===== src/rtl/mpg_pkg.sv =====
package mpg_pkg;
  typedef enum logic {
    LS_OFF = 1'b0,
    LS_ON  = 1'b1
  } ls_state_t;
endpackage


===== src/rtl/mpg_edge.sv =====
module mpg_edge (
  input  logic clk,
  input  logic rst,
  input  logic sig_in,
  output logic rise,
  output logic fall
);
  logic sig_q;

  always_ff @(posedge clk) begin
    if (rst) sig_q <= 1'b0;
    else     sig_q <= sig_in;
  end

  assign rise = sig_in & ~sig_q;
  assign fall = ~sig_in & sig_q;
endmodule


===== src/rtl/mpg_updown.sv =====
module mpg_updown #(
  parameter int CNT_W = 32
) (
  input  logic             clk,
  input  logic             rst,
  input  logic             hs_in,
  input  logic             restart,
  output logic [CNT_W-1:0] count,
  output logic             at_zero
);
  localparam logic [CNT_W-1:0] CNT_MAX = '1;
  localparam logic [CNT_W-1:0] CNT_ONE = CNT_W'(1);

  always_ff @(posedge clk) begin
    if (rst)                count <= '0;
    else if (restart)       count <= CNT_ONE;
    else if (hs_in) begin
      if (count != CNT_MAX) count <= count + CNT_ONE;
    end
    else if (count != '0)   count <= count - CNT_ONE;
  end

  assign at_zero = (count == '0);

  // Floor at zero: an idle low input keeps an empty counter empty.
  assert_floor_zero_R8: assert property (@(posedge clk) disable iff (rst)
    (at_zero && !hs_in) |=> at_zero);
endmodule


===== src/rtl/mpg_replay_fsm.sv =====
module mpg_replay_fsm
  import mpg_pkg::*;
(
  input  logic clk,
  input  logic rst,
  input  logic hs_in,
  input  logic hs_rise,
  input  logic hs_fall,
  input  logic cnt_zero,
  output logic raw_q,
  output logic raw_nxt,
  output logic sync_q
);
  ls_state_t state_q, state_d;
  logic      end_now;

  always_comb begin
    state_d = state_q;
    end_now = 1'b0;
    case (state_q)
      LS_OFF: if (hs_fall) state_d = LS_ON;
      LS_ON: begin
        if (hs_rise || cnt_zero) begin
          state_d = LS_OFF;
          end_now = 1'b1;
        end
      end
      default: state_d = LS_OFF;
    endcase
  end

  always_ff @(posedge clk) begin
    if (rst) begin
      state_q <= LS_OFF;
      sync_q  <= 1'b0;
    end else begin
      state_q <= state_d;
      sync_q  <= end_now;
    end
  end

  assign raw_q   = (state_q == LS_ON);
  assign raw_nxt = (state_d == LS_ON);

  assert_raw_on_fall_R2: assert property (@(posedge clk) disable iff (rst)
    ($fell(hs_in) && !$past(rst)) |=> raw_q);
  assert_sync_single_R6: assert property (@(posedge clk) disable iff (rst)
    sync_q |=> !sync_q);
  assert_sync_at_end_R6: assert property (@(posedge clk) disable iff (rst)
    sync_q |-> (!raw_q && $past(raw_q)));
  assert_abort_on_rise_R7: assert property (@(posedge clk) disable iff (rst)
    ($rose(hs_in) && raw_q && !$past(rst)) |=> (!raw_q && sync_q));
endmodule


===== src/rtl/mpg_dead_gate.sv =====
module mpg_dead_gate #(
  parameter int DT_W = 8
) (
  input  logic            clk,
  input  logic            rst,
  input  logic            raw_q,
  input  logic            raw_nxt,
  input  logic [DT_W-1:0] dead_cycles,
  output logic            gated_q
);
  localparam int AGE_W = DT_W + 1;
  localparam logic [AGE_W-1:0] AGE_MAX = '1;
  localparam logic [AGE_W-1:0] AGE_ONE = AGE_W'(1);

  logic [AGE_W-1:0] age_q, age_d;
  logic             gated_d;

  always_comb begin
    if (!raw_nxt)          age_d = '0;
    else if (!raw_q)       age_d = AGE_ONE;
    else if (age_q != AGE_MAX) age_d = age_q + AGE_ONE;
    else                   age_d = age_q;
    gated_d = raw_nxt && (age_d > {1'b0, dead_cycles});
  end

  always_ff @(posedge clk) begin
    if (rst) begin
      age_q   <= '0;
      gated_q <= 1'b0;
    end else begin
      age_q   <= age_d;
      gated_q <= gated_d;
    end
  end

  assert_fall_together_R4: assert property (@(posedge clk) disable iff (rst)
    $fell(raw_q) |-> !gated_q);
endmodule


===== src/rtl/matched_pulse_gen.sv =====
module matched_pulse_gen #(
  parameter int CNT_W = 32,
  parameter int DT_W  = 8
) (
  input  logic            clk,
  input  logic            rst,
  input  logic            hs_in,
  input  logic [DT_W-1:0] dead_cycles,
  output logic            ls_out,
  output logic            ls_raw,
  output logic            sync_pulse
);
  logic             hs_rise, hs_fall;
  logic [CNT_W-1:0] width_cnt;
  logic             cnt_zero;
  logic             raw_q, raw_nxt, sync_q, gated_q;

  mpg_edge u_edge (
    .clk    (clk),
    .rst    (rst),
    .sig_in (hs_in),
    .rise   (hs_rise),
    .fall   (hs_fall)
  );

  mpg_updown #(.CNT_W(CNT_W)) u_cnt (
    .clk     (clk),
    .rst     (rst),
    .hs_in   (hs_in),
    .restart (hs_rise),
    .count   (width_cnt),
    .at_zero (cnt_zero)
  );

  mpg_replay_fsm u_fsm (
    .clk      (clk),
    .rst      (rst),
    .hs_in    (hs_in),
    .hs_rise  (hs_rise),
    .hs_fall  (hs_fall),
    .cnt_zero (cnt_zero),
    .raw_q    (raw_q),
    .raw_nxt  (raw_nxt),
    .sync_q   (sync_q)
  );

  mpg_dead_gate #(.DT_W(DT_W)) u_gate (
    .clk         (clk),
    .rst         (rst),
    .raw_q       (raw_q),
    .raw_nxt     (raw_nxt),
    .dead_cycles (dead_cycles),
    .gated_q     (gated_q)
  );

  assign ls_out     = gated_q;
  assign ls_raw     = raw_q;
  assign sync_pulse = sync_q;

  assert_out_within_raw_R9: assert property (@(posedge clk) disable iff (rst)
    ls_out |-> ls_raw);
  assert_reset_quiet_R1: assert property (@(posedge clk)
    $past(rst) |-> (!ls_out && !ls_raw && !sync_pulse));
  assert_no_sync_while_on_R6: assert property (@(posedge clk) disable iff (rst)
    sync_pulse |-> !ls_out);
endmodule


===== config.mk =====
export PLATFORM = sky130hd
export DESIGN_NAME = matched_pulse_gen
export DESIGN_NICKNAME = d
export VERILOG_FILES = /design/src/rtl/mpg_pkg.sv /design/src/rtl/mpg_edge.sv /design/src/rtl/mpg_updown.sv /design/src/rtl/mpg_replay_fsm.sv /design/src/rtl/mpg_dead_gate.sv /design/src/rtl/matched_pulse_gen.sv
export SDC_FILE = /design/constraint.sdc
export NUM_CORES = 1
export LEC_CHECK = 0
export BUFFER_PORTS_ARGS = -buffer_cell sky130_fd_sc_hd__clkbuf_2
export CAP_MARGIN = 30
export CORE_UTILIZATION = 40
export CTS_CLUSTER_SIZE = 40
export DETAILED_ROUTE_END_ITERATION = 6
export PLACE_DENSITY = 0.61
export SLEW_MARGIN = 5
export SYNTH_ARGS = -nofsm -noshare
export SYNTH_HDL_FRONTEND = slang
export SYNTH_HIERARCHICAL = 1
export SYNTH_SLANG_ARGS = --single-unit

===== constraint.sdc =====
create_clock -name clk -period 4.65 [get_ports clk]
set_input_delay 0.93 -clock clk [delete_from_list [all_inputs] [get_ports clk]]
set_output_delay 0.93 -clock clk [all_outputs]
set_load 0.01 [all_outputs]

==> results.txt, run 1 <==
The count of final max-slew check failures came out at 0. The number of buffers on the longest clock path is 2. The multi-input combinational cells in the finished layout cover a total of 0.00246 mm2. The wire length on met3 came out at 443 um. The share of cells above drive strength 1 came out at 9.74%. The synthesized area was 0.00349 mm2. The per-instance average area after synthesis was 8.22 um2. After detailed routing, the average wire length per cell comes to 15.1 um. Width of the die: 95.5 um.

TritonCTS built the clock tree. Registers take 901 um2. The synthesized design contains 0 enable-type register cells. The net switching fraction of the power is 37.5%, and the final cell utilization of the core is 44.9%. Global routing finished with a remaining overflow of 0. For this block, the routed nets add up to 8.07 mm of wire. Hold is met by 0.530 ns.

The worst pin sits at a relative slew slack of 53.3%. Setup repair after global routing left no endpoint under its margin. In this run, placement finished with an instance count of 528. The signed area change from the synthesized netlist to the final layout is 7.27%. The tools report the cell at the root of the clock tree as sky130_fd_sc_hd__clkbuf_8.

Entering global routing, the biggest net connects 26 pins. Yosys mapped the design onto 61 distinct sky130hd cell types. The tools report the number of levels the H-tree was split into as 2. The area share of the largest cell type after synthesis is 25.8%.

For this run, the total global-route usage over all layers was measured as 18.9%. Row count: 33. The via count of the routed design is 3114. Of the total power, registers draw 37.6%.

The power density over the cells came out at 339 mW/mm2. For the clock group share of total power, the log shows 21.2%. For this run, the top clock speed supported by timing is 0.273 GHz. The run gives 5 as the number of CTS-inserted buffers. Clock-pin slew was measured on the worst setup and hold paths at 0.08 ns. Combinational cells account for 41.3% of the total power.

The type of the worst setup path is input port to flop. In this run the worst path has a maximum fanout of 14. The chip height is 95.5 um, and the transition at the pin with the smallest max-transition slack is 0.694 ns.

Across the VDD grid, the largest voltage drop is 0.127 mV. Signal routing reaches up to met4. The detailed router finished its first iteration with 110 violations. For the number of antenna violations at the first check in global routing, the log shows 0. The run finished with clean final reports. After detailed routing, the wire length on met1 is 3.86 mm. Setup violations remaining at the end of the flow were counted as 0. Across the routed clock network, the largest skew measured is 0.00985 ns.

The logs give 0.873 for the placer congestion estimate and 45 for the CTS sink count. The internal power of the cells was 0.000795 W. The number of global-route vias before repair is 2921. The tools report the number of maximum-capacitance constraint violations as 0.

The run gives 4 as the number of search-and-repair iterations in the first detailed-routing pass. Critical path endpoint category: a flop. The logs give 25.8% for the post-synthesis sequential area ratio and 6.23 mm for the final HPWL from detailed placement. In this run the power spent charging and discharging nets is 0.000476 W. The number of antenna diodes in the final layout is 0. The logs give 1.58 nW for the static leakage power and 0 for the post-cts sizing count. The floorplan step defined a die boundary enclosing 0.00911 mm2. The worst path uses 78.8% of the clock period.

Highest-delay cell along the critical path: sky130_fd_sc_hd__inv_1. Using the TritonRoute via totals, the vias-per-cell ratio works out to 5.81. In this run the post-CTS setup repair buffer count came out at 0. The largest single stage delay on the critical path is 0.42 ns. Wire segments on met2 add up to 3.68 mm in the final route. Synthesis inferred 45 register bits. Walking the worst path, the cells encountered are clkbuf_2 > inv_1 > ha_1 > a21o_1 > a22o_1 > o2bb2ai_1 > o31ai_1 > a221oi_2 > o21ai_1 > a211oi_1 > xor2_1 > a21oi_1. The worst setup path is launched from an input port. The run gives 425 as the instance count of the mapped netlist. The final cell count without fillers is 536.

The clock network latency to the later pin of the worst-skew pair is 0.30 ns. The port buffer count was 13; the effective utilization at floorplan was 41.9%. The layout has 832 filler cells. After synthesis, the cell types taking the most area are sky130_fd_sc_hd__dfxtp_1 26%, sky130_fd_sc_hd__ha_1 14%, sky130_fd_sc_hd__a21oi_1 8.7%.

The total area inside the core boundary comes to 0.00834 mm2. For this run, design rule violations remaining after detail routing come to 0. The minimum clock period after layout is 3.67 ns.

In this run, post-CTS hold repair placed 0 buffers. For this design the top-level I/O count stands at 14. The worst min-delay path category was flop to flop. At the worst endpoint, the required time is 4.83 ns.

Counting flops with an async set or reset pin after synthesis yields a share of 0%. The final count of hold timing violations was 0. The tools report the number of nets in the final layout as 481. STA puts the critical path data arrival time at 3.84 ns.

Leading register cell type out of synthesis: sky130_fd_sc_hd__dfxtp_1. The first global-routing pass estimated 13.4 mm of wire. For this run, the number of Yosys warnings is 6. The number of nets in the synthesized netlist is 476. Summed over all instances, the cell type with the most area after synthesis is sky130_fd_sc_hd__dfxtp_1. In this run the remaining antenna-violating nets after routing total 0. Total negative slack: 0 ns.
-- routing by layer --
metal | vias to the layer above | global-route usage [%]
met1 | 1436 | 24.3
met4 | 0 | 6.22
met5 | - | 0
met2 | 86 | 31.7
li1 | 1585 | -
met3 | 7 | 3.43
-- logic make-up (layout without fill, tap and decap cells) --
logic type	after synthesis	count (layout)	share of synthesized area, %
muxes	3	3	0.895
DFF	45	45	25.8
and+or+nand+nor	127	127	19.0
xor gates and xnor gates	31	31	7.77
buffers and inverters	35	41	3.80
AOI/OAI and AO/OA	144	144	28.2
adders and majority gates	40	40	14.5
-- cell usage in the layout (no fill, tap or decap), types with 2 or more instances in the layout --
master	n
sky130_fd_sc_hd__a21oi_1	61
sky130_fd_sc_hd__dfxtp_1	45
sky130_fd_sc_hd__ha_1	39
sky130_fd_sc_hd__nor2_1	34
sky130_fd_sc_hd__nand2_1	22
sky130_fd_sc_hd__o21ai_0	18
sky130_fd_sc_hd__inv_1	17
sky130_fd_sc_hd__xor2_1	17
sky130_fd_sc_hd__a21o_1	17
sky130_fd_sc_hd__xnor2_1	14
sky130_fd_sc_hd__clkbuf_2	13
sky130_fd_sc_hd__nand4_1	13
sky130_fd_sc_hd__nor4_1	10
sky130_fd_sc_hd__nand3_1	9
sky130_fd_sc_hd__clkbuf_8	7
sky130_fd_sc_hd__nor3_1	7
sky130_fd_sc_hd__nand2b_1	6
sky130_fd_sc_hd__o21a_1	6
sky130_fd_sc_hd__nor2b_1	6
sky130_fd_sc_hd__and3_1	4
sky130_fd_sc_hd__o21bai_1	4
sky130_fd_sc_hd__a211oi_1	4
sky130_fd_sc_hd__a31oi_1	4
sky130_fd_sc_hd__a221oi_1	3
sky130_fd_sc_hd__buf_4	3
sky130_fd_sc_hd__and4_1	2
sky130_fd_sc_hd__or4_1	2
sky130_fd_sc_hd__a2111oi_4	2
sky130_fd_sc_hd__o2bb2ai_1	2
sky130_fd_sc_hd__o211ai_1	2
sky130_fd_sc_hd__a22o_1	2
sky130_fd_sc_hd__o22ai_1	2
sky130_fd_sc_hd__o311ai_0	2
sky130_fd_sc_hd__or2_2	2
sky130_fd_sc_hd__mux2i_1	2
-- through the flow --
step	total power (W)	setup slack (ns)	cell area, um2
after floorplan	0.000894	0.938	3490
after global placement	0.00100	0.716	3650
after detailed placement	0.00100	0.656	3650
after CTS	0.00128	0.979	3750
after global routing	0.00136	0.702	3750
final	0.00127	0.984	3750
-- area by class of cell --
cell class                      count  area share [%]
Tap cell                          105            3.51
Clock buffer                        7            2.57
Sequential cell                    45            24.0
Timing Repair Buffer               16            2.34
Inverter                           17            1.70
Multi-Input combinational cell    345            65.7
Clock inverter                      1           0.134
-- cells in the mapped netlist, drive strengths merged, types with 5 or more instances --
library cell / number
inv: 17
nor3: 8
a31oi: 5
ha: 39
xor2: 17
a21oi: 62
nand4: 13
nor2: 35
nand2: 22
nand2b: 6
o21a: 6
o21ai: 20
nor2b: 7
xnor2: 14
a21o: 17
nand3: 10
dfxtp: 45
nor4: 10
clkbuf: 15
-- registers in the layout, summed over array words and instances, names as in the netlist --
signal / flops
u_cnt/count: 32
u_gate/age_q: 9
u_edge/sig_q: 1
u_fsm/raw_q: 1
u_fsm/sync_q: 1
u_gate/gated_q: 1
-- power groups by stage --
stage	combinational (W)	sequential, W	clock, W
after floorplan	0.000425	0.000469	0
after global placement	0.000516	0.000485	0
after detailed placement	0.000517	0.000486	0
after CTS	0.000521	0.000477	0.000280
after global routing	0.000584	0.000484	0.000295
final	0.000524	0.000478	0.000269
-- path summary, 6_finish.rpt --
check	cells after the start	slack, ns	endpoint	from
setup / recovery	12	0.98	u_cnt/count[27]	hs_in
hold / removal	2	0.53	u_gate/age_q[8]	u_gate/age_q[8]
hold reg to reg	2	0.53	u_gate/age_q[8]	u_gate/age_q[8]
setup reg to reg	12	1.38	u_gate/gated_q	u_cnt/count[19]
-- worst max-delay path, delay by kind of cell --
kind,cells,cell delay [ns]
fa+ha+maj,1,0.38
compound gates,8,1.77
xor+xnor,1,0.17
buf+inv,2,0.58
No activity file was read; power rests on OpenSTA's default activity.
==> inputs of run 2 (changes only) <==
Clock period 4.65 ns to 3.8 ns, I/O delays scaled along.
==> results.txt, run 2 (same netlist as run 1, synthesis figures left out) <==
Final cell utilization of the core: 45.5%. Measured in cells, the most critical reg-to-reg path has a length of 12. The logs give 1.61 nW for the static leakage power and 13.5 mm for the first-pass GRT wire length. The total inserted antenna cells is 0, and the post-route fraction of the period consumed by the critical path is 88.8%. Clock tree synthesis found a total of 45 sinks.

In this run the critical register-to-register path is captured at u_gate/gated_q. Cells with a size suffix above 1 make up 10.8% of the layout. The largest registers in the layout are u_cnt/count x32, u_gate/age_q x9. In the layout the commonest cells are 61 x sky130_fd_sc_hd__a21oi_1, 45 x sky130_fd_sc_hd__dfxtp_1, 39 x sky130_fd_sc_hd__ha_1. The logs give 2 for the number of levels the H-tree was split into and 0 for the number of routed nets with antenna violations.

The run gives 0.67 ns as the flop-to-flop setup slack. The core region is 0.00834 mm2. Number of nets in the final layout: 486.

For the overall power of the completed layout, the log shows 0.00161 W. The cell sitting at the root of the clock tree is a sky130_fd_sc_hd__clkbuf_8. The post-CTS clock slew at the launch and capture registers of the worst setup and hold paths works out to 0.09 ns. The run gives 0 ns as the total negative slack. Among all stages on the critical path, the largest delay is contributed by sky130_fd_sc_hd__o2bb2ai_1. TritonCTS built the clock tree. The worst stage delay on the critical path is 0.35 ns, and the clock network latency to the later pin of the worst-skew pair is 0.30 ns. The number of cells on the worst hold path was 2; the fmax was 0.296 GHz.

The tool flagged a number of max-cap violations equal to 0. Post-CTS timing repair inserted 0 buffers for setup. The run gives 0.214 mV as the maximum vdd drop. The endpoint required time on the critical path is 3.98 ns. Setup violations remaining at the end of the flow were counted as 0.

Most common cell after layout, fill and taps aside: sky130_fd_sc_hd__a21oi_1. The tools report the number of CTS-inserted buffers as 5. The origin of the worst min-delay path was u_gate/age_q[8]. For the post-cts sizing count, the log shows 0.

Critical path endpoint category: a flop. The die covers 0.00911 mm2. Entering global routing, the biggest net connects 31 pins. The detail-routed net length per standard cell is 15.1 um.

The tools report the number of search-and-repair iterations in the first detailed-routing pass as 4. Setup repair after global routing left no endpoint under its margin. The run gives 69.7% as the worst relative slew slack. Critical-path maximum fanout: 8. The final count of hold timing violations was 0; the power density over the cells was 424 mW/mm2. Detailed routing inserted a total of 3117 vias.

Counting the fill cells in the layout gives 826. Register ranked first by flip-flop count: u_cnt/count. Once detailed placement completed, the half-perimeter wirelength came to 6.11 mm. For this block, the routed nets add up to 8.17 mm of wire. Broken down by cell family, the worst path's largest delay share belongs to compound AO/OA/AOI/OAI gates. The setup path with the least slack is of type input port to flop. After detailed routing, the number of remaining DRC violations is 0.

Together, buffers and inverters on the worst path number 3. The run finished with clean final reports. The worst setup path is launched from an input port. The cell that appears most often on the critical path is sky130_fd_sc_hd__a21oi_1. The number of global-route vias before repair was 2899. The die is 95.5 um wide.

The tools report the endpoint of the worst hold path as u_gate/age_q[8]. Count of final max-slew check failures: 0. The number of antenna violations at the first check in global routing was 0; the final clock skew was 0.00479 ns. Global routing finished with a remaining overflow of 0. After layout, the minimum clock period comes to 3.38 ns.

The count of buffers added on input and output ports is 13. After detailed routing, the number of vias per cell comes to 5.76. Data arrival at the endpoint of the critical path: 3.56 ns. Traced cell by cell, the critical path runs through clkbuf_2 > inv_1 > buf_4 > ha_1 > a21oi_1 > nand3b_1 > o2bb2ai_1 > o31ai_1 > a221oi_2 > o21ai_1 > a211oi_1 > xor2_1 > a21oi_1. The signed area change from the synthesized netlist to the final layout is 8.74%. After floorplanning, the core was divided into 33 placement rows. Worst min-delay path category: flop to flop.

At the end of routability-driven placement, the weighted congestion stood at 0.866. The die is 95.5 um tall. The register with the most flip-flops in the layout has 32 of them. For this run, the total global-route usage over all layers was measured as 18.8%. For the pin with the worst max-slew slack, the measured transition is 0.451 ns.

For this block, the initial DRC count from the detailed router was 140. Once the floorplan was initialized, standard cells occupied 41.9% of the core. Hold repair after CTS inserted 0 buffers. The source of the worst register-to-register timing path was u_cnt/count[19]. 14 I/O pins were placed.

The longest clock path from root to sink contains 2 buffers.
==> run 2: power by group <==
part / leakage (nW) / switching (W) / internal, W / total [W]
clock: 0.0543 / 0.000180 / 0.000197 / 0.000377
sequential: 0.369 / 0.0000570 / 0.000529 / 0.000586
combinational: 1.18 / 0.000365 / 0.000285 / 0.000650
total: 1.61 / 0.000601 / 0.00101 / 0.00161
==> run 2: final cells by class <==
type / count / area [um2] / area share [%]
flip-flops and latches: 45 / 901 / 23.7
repair buffers: 21 / 125 / 3.29
clock inverters: 3 / 46.3 / 1.22
clock buffers: 5 / 68.8 / 1.81
inverters: 17 / 63.8 / 1.68
multi-input cells: 345 / 2460 / 64.8
well taps: 105 / 131 / 3.46
==> run 2: metrics by stage <==
stage / hold slack (ns) / worst slack, ns / area (um2) / instances
2_1_floorplan: 0.462 / 0.258 / 3490 / 425
3_3_place_gp: 0.502 / 0.331 / 3680 / 533
3_5_place_dp: 0.510 / 0.206 / 3680 / 533
4_1_cts: 0.534 / 0.440 / 3800 / 541
5_1_grt: 0.594 / 0.234 / 3800 / 541
6_report: 0.539 / 0.425 / 3800 / 541
==> run 2: how the worst max path moves through the flow <==
stage | start | end | slack (ns) | depth (start not counted)
after floorplan | hs_in | u_cnt/count[27] | 0.26 | 11
after global placement | hs_in | u_cnt/count[27] | 0.33 | 13
after detailed placement | hs_in | u_cnt/count[27] | 0.21 | 13
after CTS | hs_in | u_cnt/count[27] | 0.44 | 13
after global routing | hs_in | u_cnt/count[27] | 0.23 | 13
final | hs_in | u_cnt/count[27] | 0.42 | 13
==> run 2: tightest hold or removal path: cells and delay by family (launching register included) <==
family | cells | cell delay, ns
AOI/OAI and AO/OA | 1 | 0.07
DFF | 1 | 0.35
and+or+nand+nor | 1 | 0.08
==> run 2: routing by layer <==
metal / share of wire (%) / track usage, % / vias to the layer above
li1: - / - / 1598
met1: 51 / 25.6 / 1452
met2: 44 / 30.5 / 61
met3: 4.0 / 2.87 / 6
met4: 1.0 / 5.35 / 0
met5: 0 / 0 / -
